$ cat src/rtl/xcvr_pkg.sv
package xcvr_pkg;

    // Drive decision for both ports of one section.
    typedef struct packed {
        logic a_drive;   // A port driven by the block
        logic b_drive;   // B port driven by the block
        logic ring;      // both paths transparent and both ports enabled
    } drive_plan_t;

    localparam int unsigned PORT_A = 0;
    localparam int unsigned PORT_B = 1;
    localparam int unsigned N_PORTS = 2;

endpackage

$ cat src/rtl/xcvr_ctrl.sv
module xcvr_ctrl
    import xcvr_pkg::*;
(
    input  logic        sel_ab,
    input  logic        sel_ba,
    input  logic        oe_ab,
    input  logic        oe_ba_n,
    input  logic        tm_en,
    output drive_plan_t plan
);
    logic want_a;
    logic want_b;

    always_comb begin
        want_a = ~oe_ba_n;
        want_b = oe_ab;
        plan.ring    = ~tm_en & want_a & want_b & ~sel_ab & ~sel_ba;
        plan.a_drive = want_a & ~plan.ring;
        plan.b_drive = want_b & ~plan.ring;
    end
endmodule

$ cat src/rtl/xcvr_resolve.sv
module xcvr_resolve
    import xcvr_pkg::*;
#(
    parameter int unsigned W = 9
) (
    input  logic [W-1:0] a_in,
    input  logic [W-1:0] b_in,
    input  logic [W-1:0] reg_a,
    input  logic [W-1:0] reg_b,
    input  logic         sel_ab,
    input  logic         sel_ba,
    input  drive_plan_t  plan,
    output logic [W-1:0] a_seen,
    output logic [W-1:0] b_seen,
    output logic [W-1:0] a_norm,
    output logic [W-1:0] b_norm
);
    // Bus values ignoring any transparent drive onto that bus.
    logic [W-1:0] a_base;
    logic [W-1:0] b_base;

    always_comb begin
        a_base = (plan.a_drive & sel_ba) ? reg_b : a_in;
        b_base = (plan.b_drive & sel_ab) ? reg_a : b_in;
        // A transparent drive on one side excludes one on the other (ring is suppressed),
        // so the opposite bus is fully resolved by its base value.
        a_seen = (plan.a_drive & ~sel_ba) ? b_base : a_base;
        b_seen = (plan.b_drive & ~sel_ab) ? a_base : b_base;
        a_norm = sel_ba ? reg_b : b_seen;
        b_norm = sel_ab ? reg_a : a_seen;
    end
endmodule

$ cat src/rtl/xcvr_store.sv
module xcvr_store #(
    parameter int unsigned W = 9
) (
    input  logic         clk,
    input  logic         rst_n,
    input  logic         load,
    input  logic [W-1:0] d,
    output logic [W-1:0] q
);
    typedef struct packed {
        logic [W-1:0] val;
    } store_t;

    store_t st_d;
    store_t st_q;

    always_comb begin
        st_d = st_q;
        if (load) begin
            st_d.val = d;
        end
    end

    always_ff @(posedge clk) begin
        if (!rst_n) begin
            st_q <= '0;
        end else begin
            st_q <= st_d;
        end
    end

    assign q = st_q.val;
endmodule

$ cat src/rtl/xcvr_boundary.sv
module xcvr_boundary
    import xcvr_pkg::*;
#(
    parameter int unsigned W = 9
) (
    input  logic                      tm_en,
    input  logic [N_PORTS-1:0][W-1:0] norm_out,
    input  logic [N_PORTS-1:0]        norm_oe,
    input  logic [N_PORTS-1:0][W-1:0] tm_out,
    input  logic [N_PORTS-1:0]        tm_oe,
    output logic [N_PORTS-1:0][W-1:0] pin_out,
    output logic [N_PORTS-1:0]        pin_oe
);
    for (genvar p = 0; p < N_PORTS; p++) begin : g_port
        always_comb begin
            pin_out[p] = tm_en ? tm_out[p] : norm_out[p];
            pin_oe[p]  = tm_en ? tm_oe[p]  : norm_oe[p];
        end
    end
endmodule

$ cat src/rtl/dual_reg_xcvr.sv
module dual_reg_xcvr
    import xcvr_pkg::*;
#(
    parameter int unsigned W = 9
) (
    input  logic         clk,
    input  logic         rst_n,
    input  logic [W-1:0] a_in,
    input  logic [W-1:0] b_in,
    input  logic         ld_ab,
    input  logic         ld_ba,
    input  logic         sel_ab,
    input  logic         sel_ba,
    input  logic         oe_ab,
    input  logic         oe_ba_n,
    input  logic         tm_en,
    input  logic [W-1:0] tm_a_out,
    input  logic         tm_a_oe,
    input  logic [W-1:0] tm_b_out,
    input  logic         tm_b_oe,
    output logic [W-1:0] a_out,
    output logic         a_oe,
    output logic [W-1:0] b_out,
    output logic         b_oe,
    output logic         loop_err
);
    drive_plan_t               plan;
    logic [N_PORTS-1:0][W-1:0] seen;
    logic [N_PORTS-1:0][W-1:0] stored;
    logic [N_PORTS-1:0]        load;
    logic [N_PORTS-1:0][W-1:0] norm_out;
    logic [N_PORTS-1:0]        norm_oe;
    logic [N_PORTS-1:0][W-1:0] tm_out;
    logic [N_PORTS-1:0]        tm_oe;
    logic [N_PORTS-1:0][W-1:0] pin_out;
    logic [N_PORTS-1:0]        pin_oe;

    xcvr_ctrl u_ctrl (
        .sel_ab  (sel_ab),
        .sel_ba  (sel_ba),
        .oe_ab   (oe_ab),
        .oe_ba_n (oe_ba_n),
        .tm_en   (tm_en),
        .plan    (plan)
    );

    xcvr_resolve #(.W(W)) u_resolve (
        .a_in   (a_in),
        .b_in   (b_in),
        .reg_a  (stored[PORT_A]),
        .reg_b  (stored[PORT_B]),
        .sel_ab (sel_ab),
        .sel_ba (sel_ba),
        .plan   (plan),
        .a_seen (seen[PORT_A]),
        .b_seen (seen[PORT_B]),
        .a_norm (norm_out[PORT_A]),
        .b_norm (norm_out[PORT_B])
    );

    always_comb begin
        load[PORT_A]    = ld_ab & ~tm_en;
        load[PORT_B]    = ld_ba & ~tm_en;
        norm_oe[PORT_A] = plan.a_drive;
        norm_oe[PORT_B] = plan.b_drive;
        tm_out[PORT_A]  = tm_a_out;
        tm_out[PORT_B]  = tm_b_out;
        tm_oe[PORT_A]   = tm_a_oe;
        tm_oe[PORT_B]   = tm_b_oe;
    end

    for (genvar p = 0; p < N_PORTS; p++) begin : g_store
        xcvr_store #(.W(W)) u_store (
            .clk   (clk),
            .rst_n (rst_n),
            .load  (load[p]),
            .d     (seen[p]),
            .q     (stored[p])
        );
    end

    xcvr_boundary #(.W(W)) u_boundary (
        .tm_en    (tm_en),
        .norm_out (norm_out),
        .norm_oe  (norm_oe),
        .tm_out   (tm_out),
        .tm_oe    (tm_oe),
        .pin_out  (pin_out),
        .pin_oe   (pin_oe)
    );

    assign a_out    = pin_out[PORT_A];
    assign a_oe     = pin_oe[PORT_A];
    assign b_out    = pin_out[PORT_B];
    assign b_oe     = pin_oe[PORT_B];
    assign loop_err = plan.ring;
endmodule

$ cat config.mk
export PLATFORM = sky130hd
export DESIGN_NAME = dual_reg_xcvr
export DESIGN_NICKNAME = d
export VERILOG_FILES = /design/src/rtl/xcvr_pkg.sv /design/src/rtl/xcvr_ctrl.sv /design/src/rtl/xcvr_resolve.sv /design/src/rtl/xcvr_store.sv /design/src/rtl/xcvr_boundary.sv /design/src/rtl/dual_reg_xcvr.sv
export SDC_FILE = /design/constraint.sdc
export NUM_CORES = 1
export LEC_CHECK = 0
export CAP_MARGIN = 5
export CORE_ASPECT_RATIO = 0.6
export CORE_MARGIN = 8
export CORE_UTILIZATION = 45
export CTS_CLUSTER_DIAMETER = 100
export DETAILED_ROUTE_END_ITERATION = 10
export PLACE_DENSITY = 0.81
export SLEW_MARGIN = 20
export SYNTH_ARGS = -nofsm -noshare
export SYNTH_HDL_FRONTEND = slang
export SYNTH_HIERARCHICAL = 1
export SYNTH_SLANG_ARGS = --single-unit
$ cat constraint.sdc
create_clock -name clk -period 2.8 [get_ports clk]
set_input_delay 0.28 -clock clk [delete_from_list [all_inputs] [get_ports clk]]
set_output_delay 0.28 -clock clk [all_outputs]
set_load 0.01 [all_outputs]
Yosys cells after proc, flatten, opt, wreduce, memory -nomap -nowiden
Cells that the tools add are included.

storage, ports and cells
  register bits = 18
  bits of input ports = 47
  output and inout bits = 21
  logic and storage cells = 29

operators by class
  multiplexer cells = 10
  bitwise gates (word level) = 17

operator list
  operator           count
  2-to-1 mux 9 bit   8
  bitwise AND 1 bit  12
  inverter 1 bit     5
  2-to-1 mux 1 bit   2

Depth between registers and ports, before layout
  word-level depth = 12
  mapped depth = 8
  depth with buffers taken out = 7

Cells and area by module
Netlist, hierarchy kept.

modules (own cells, without submodules)
  module         instances  cells an instance  area each (um^2)  sequential area each (um^2)
  xcvr_resolve   1          148                815.8             0.0
  xcvr_store     2          28                 337.8             180.2
  xcvr_boundary  1          22                 322.8             0.0
  xcvr_ctrl      1          5                  35.0              0.0
  dual_reg_xcvr  1          2                  12.5              0.0

Worst setup path before layout
No wires, ideal clock.

  kind = input to output
  start point = in tm_en
  end point = out a_out[7]
  data arrival time = 1.407 ns
  required time = 2.520 ns
  slack = 1.113 ns
  stages = 7
  path buffers = 1
  path through = nor4_2 -> nor2b_1 -> nand2_2 -> buf_6 -> o22ai_2 -> o31ai_2 -> mux2_4

RTL lines
  what             line                 source
  start, declared  dual_reg_xcvr.sv:16  input logic tm_en,
  end, declared    dual_reg_xcvr.sv:21  output logic [W-1:0] a_out,

==> metrics.csv <==
stage,metric,value,unit
outcome,outcome,"finished, final reports clean",
synth,synth_cells,233,
sta,rsz0062_at_grt,no,
cts,clock-root-buffer,clkbuf_8,
route,postRouteWirelength,6010,microns
global_routing,grt_first_pass_wirelength,9380,microns
sta,final_hold_viol_count,0,
layout,post_layout_util,0.681,
synth,netlist_area_pre_place,1860,sq um
cts,cts.path.max_buffers,2,
sta,tightest_slew,1120,ps
layout,area.growth.synth_to_final,47.5,%
die,floorplan_row_count,18,
sta,fin_crit_sh,0.975,
sta,worst_skew,0.682,ps
sta,number_of_max_slew_violations_in_the_final_report,0,
die,pin_count,68,
placement,dp.final_hpwl,4590,microns
critical_path,startpoint_type,primary input,
synth,yosysWarnings,6,
synth,syn_avg_cell_area,7.99,sq um
sta,report.final.setup_viol,0,
global_routing,global_route_total_usage_across_every_layer,0.177,
critical_path,r2r_start,g_store[0].u_store/q[5]$_SDFFE_PN0P_,
sta,maxClockFrequency,366,MHz
die,die_height,65.8,microns
hold_path,hold_path_startpoint,g_store[1].u_store/q[2]$_SDFFE_PN0P_,
cts,insertion_delay,250,ps
route,drc,0,
sta,post-route-min-period,2730,ps
placement,dpl-instance-area,2630,sq um
critical_path,worst-endpoint-arrival,2450,ps
global_routing,grt_start_max_net_pins,23,
power,irDropWorstVdd,0.250,mV
cts,post-cts-setup-buffers,0,
cts,clk_pin_slew,70,ps
die,die_x,99.0,microns
synth,synth.lib_cells_used.distinct,21,
route,detail_route.iter0.violations,188,
placement,final_gp_congestion,0.825,
layout,nFillCells,336,
cts,tritoncts_num_sinks,18,
critical_path,max_stage_delay,540,ps
die,start_util,0.462,
die,design.die.area,6520,sq um
hold_path,hold_path_class,flip-flop to flip-flop,
cts,cts-buffers-inserted,3,
route,via_cell_ratio,5.82,
hold_path,hold_end,g_store[1].u_store/q[2]$_SDFFE_PN0P_,
synth,ys_seq_elements,18,
route,num_vias,2065,
route,wire_per_inst,16.9,microns
die,core-area,4030,sq um
critical_path,critical_path.endpoint_type,output port,
hold_path,hold_depth,2,
layout,post_route_cells_drive_above_1_share,0.197,
synth,synth.yosys.seq_area_share,0.194,
critical_path,timing.rr.end,g_store[1].u_store/q[5]$_SDFFE_PN0P_,
critical_path,worstPathRequired,2520,ps
sta,slew-limit-headroom,0.254,
critical_path,ff2ff_path_depth,5,
cts,hold_buffers,0,
layout,antenna_cells_inserted,0,
global_routing,number_of_global_route_vias_before_repair,1918,
route,number_of_optimization_iterations_in_the_first_detailed_route_pass,5,
route,final_antenna_net_count,0,
placement,port-buffer-count,67,
global_routing,globalRouteOverflowTotal,0,
power,static-leakage-power,1.10,nW
cts,tritoncts,done,
synth,syn_nets,280,
layout,finish.net_count,353,
critical_path,critPathKind,primary input to output port,
critical_path,crit_fanout,10,
critical_path,slowest_stage_cell_cp,clkdlybuf4s50_1,
layout,largest_reg_flops,18,
critical_path,cp_cell_sequence,clkdlybuf4s50_1 > nor4_4 > nor2b_2 > nand2_2 > buf_12 > o22ai_1 > o31ai_1 > mux2_4 > clkdlybuf4s50_1,
critical_path,setup.reg_to_reg.worst_slack,1650,ps
power,power_density,337,nW/um^2
layout,finished_layout_cell_area,2750,sq um
cts,ctsHtreeMaxLevel,1,
job,max_cap_violations,0,
global_routing,grt_antenna_before_repair,0,
critical_path,path_common_cell,clkdlybuf4s50_1,
metrics by stage:
| stage | cells | hold WS [ps] | power (mW) | setup WS [ps] | TNS (ps) |
|---|---|---|---|---|---|
| 2_1_floorplan | 233 | 408 | 0.514 | 1110 | 0 |
| 3_3_place_gp | 351 | 544 | 0.693 | -80.6 | -726 |
| 3_5_place_dp | 351 | 549 | 0.702 | -124 | -1140 |
| 4_1_cts | 355 | 560 | 0.917 | 3.87 | 0 |
| 5_1_grt | 355 | 589 | 0.972 | 7.11 | 0 |
| 6_report | 355 | 569 | 0.924 | 70.9 | 0 |
worst max-delay path, delay by kind of cell:
kind                   cells  cell delay (ps)
and+or+nand+nor            3              410
AOI/OAI and AO/OA          2              310
buffers and inverters      3             1180
muxes                      1              270
routing by layer:
metal	up-vias	track usage	wire length (microns)
li1	989	-	-
met1	941	0.229	2700
met2	129	0.289	2650
met3	6	0.0473	583
met4	0	0.0398	67
met5	-	0	0
placed cells by master (no fill, tap or decap), drive strengths merged:
master,n
a31oi,18
nor4,1
nor3,1
dlygate4sd2,3
buf,19
nor2b,23
dfxtp,18
and2,3
o31ai,18
clkbuf,4
a21oi,1
dlymetal6s2s,3
nand2,56
nand2b,2
nor2,18
o22ai,18
mux2,20
mux2i,18
clkdlybuf4s50,61
Yosys cell counts:
cell	count	area, sq um
nand2_2	2	12.5
buf_6	8	90.1
nor3_1	1	5.00
o22ai_1	16	100
buf_4	3	22.5
nor2_1	18	67.6
o22ai_2	2	25.0
nor2b_2	2	17.5
and2_1	3	18.8
nand2b_1	2	12.5
o31ai_1	15	113
nor4_2	1	12.5
mux2_4	20	300
nor2b_1	21	131
a31oi_1	18	113
buf_2	7	35.0
dfxtp_1	18	360
a21oi_1	1	5.00
o31ai_2	3	37.5
nand2_1	54	203
mux2i_1	18	180
where the power goes:
group	switching (mW)	total, mW	internal [mW]
clock	0.0932	0.218	0.125
sequential	0.0155	0.287	0.272
combinational	0.180	0.419	0.239
total	0.289	0.924	0.635
timing repair:
action,in CTS,in global routing
pin swaps,6,5
gates resized for setup,8,8
setup endpoints to repair,18,15
area by class of cell:
| type | instances | area (sq um) | share of cell area |
|---|---|---|---|
| Multi-Input combinational cell | 197 | 1410 | 0.513 |
| Clock buffer | 4 | 55.1 | 0.0200 |
| Tap cell | 50 | 62.6 | 0.0228 |
| Sequential cell | 18 | 360 | 0.131 |
| Timing Repair Buffer | 86 | 858 | 0.313 |
logic make-up after synthesis:
family / count (synthesis) / synth area share
simple gates: 104 / 0.258
mux: 38 / 0.258
flops: 18 / 0.194
compound gates: 55 / 0.211
buf+inv: 18 / 0.0793
worst max path at each step:
stage | endpoint | slack [ps] | startpoint | cells past startpoint
6_report | a_out[0] | 70 | oe_ba_n | 9
4_1_cts | b_out[8] | 4 | tm_en | 9
3_3_place_gp | a_out[3] | -80 | tm_en | 9
2_1_floorplan | a_out[7] | 1110 | tm_en | 7
3_5_place_dp | b_out[8] | -120 | tm_en | 9
5_1_grt | a_out[0] | 7 | oe_ba_n | 9
No activity file was read; power rests on OpenSTA's default activity.
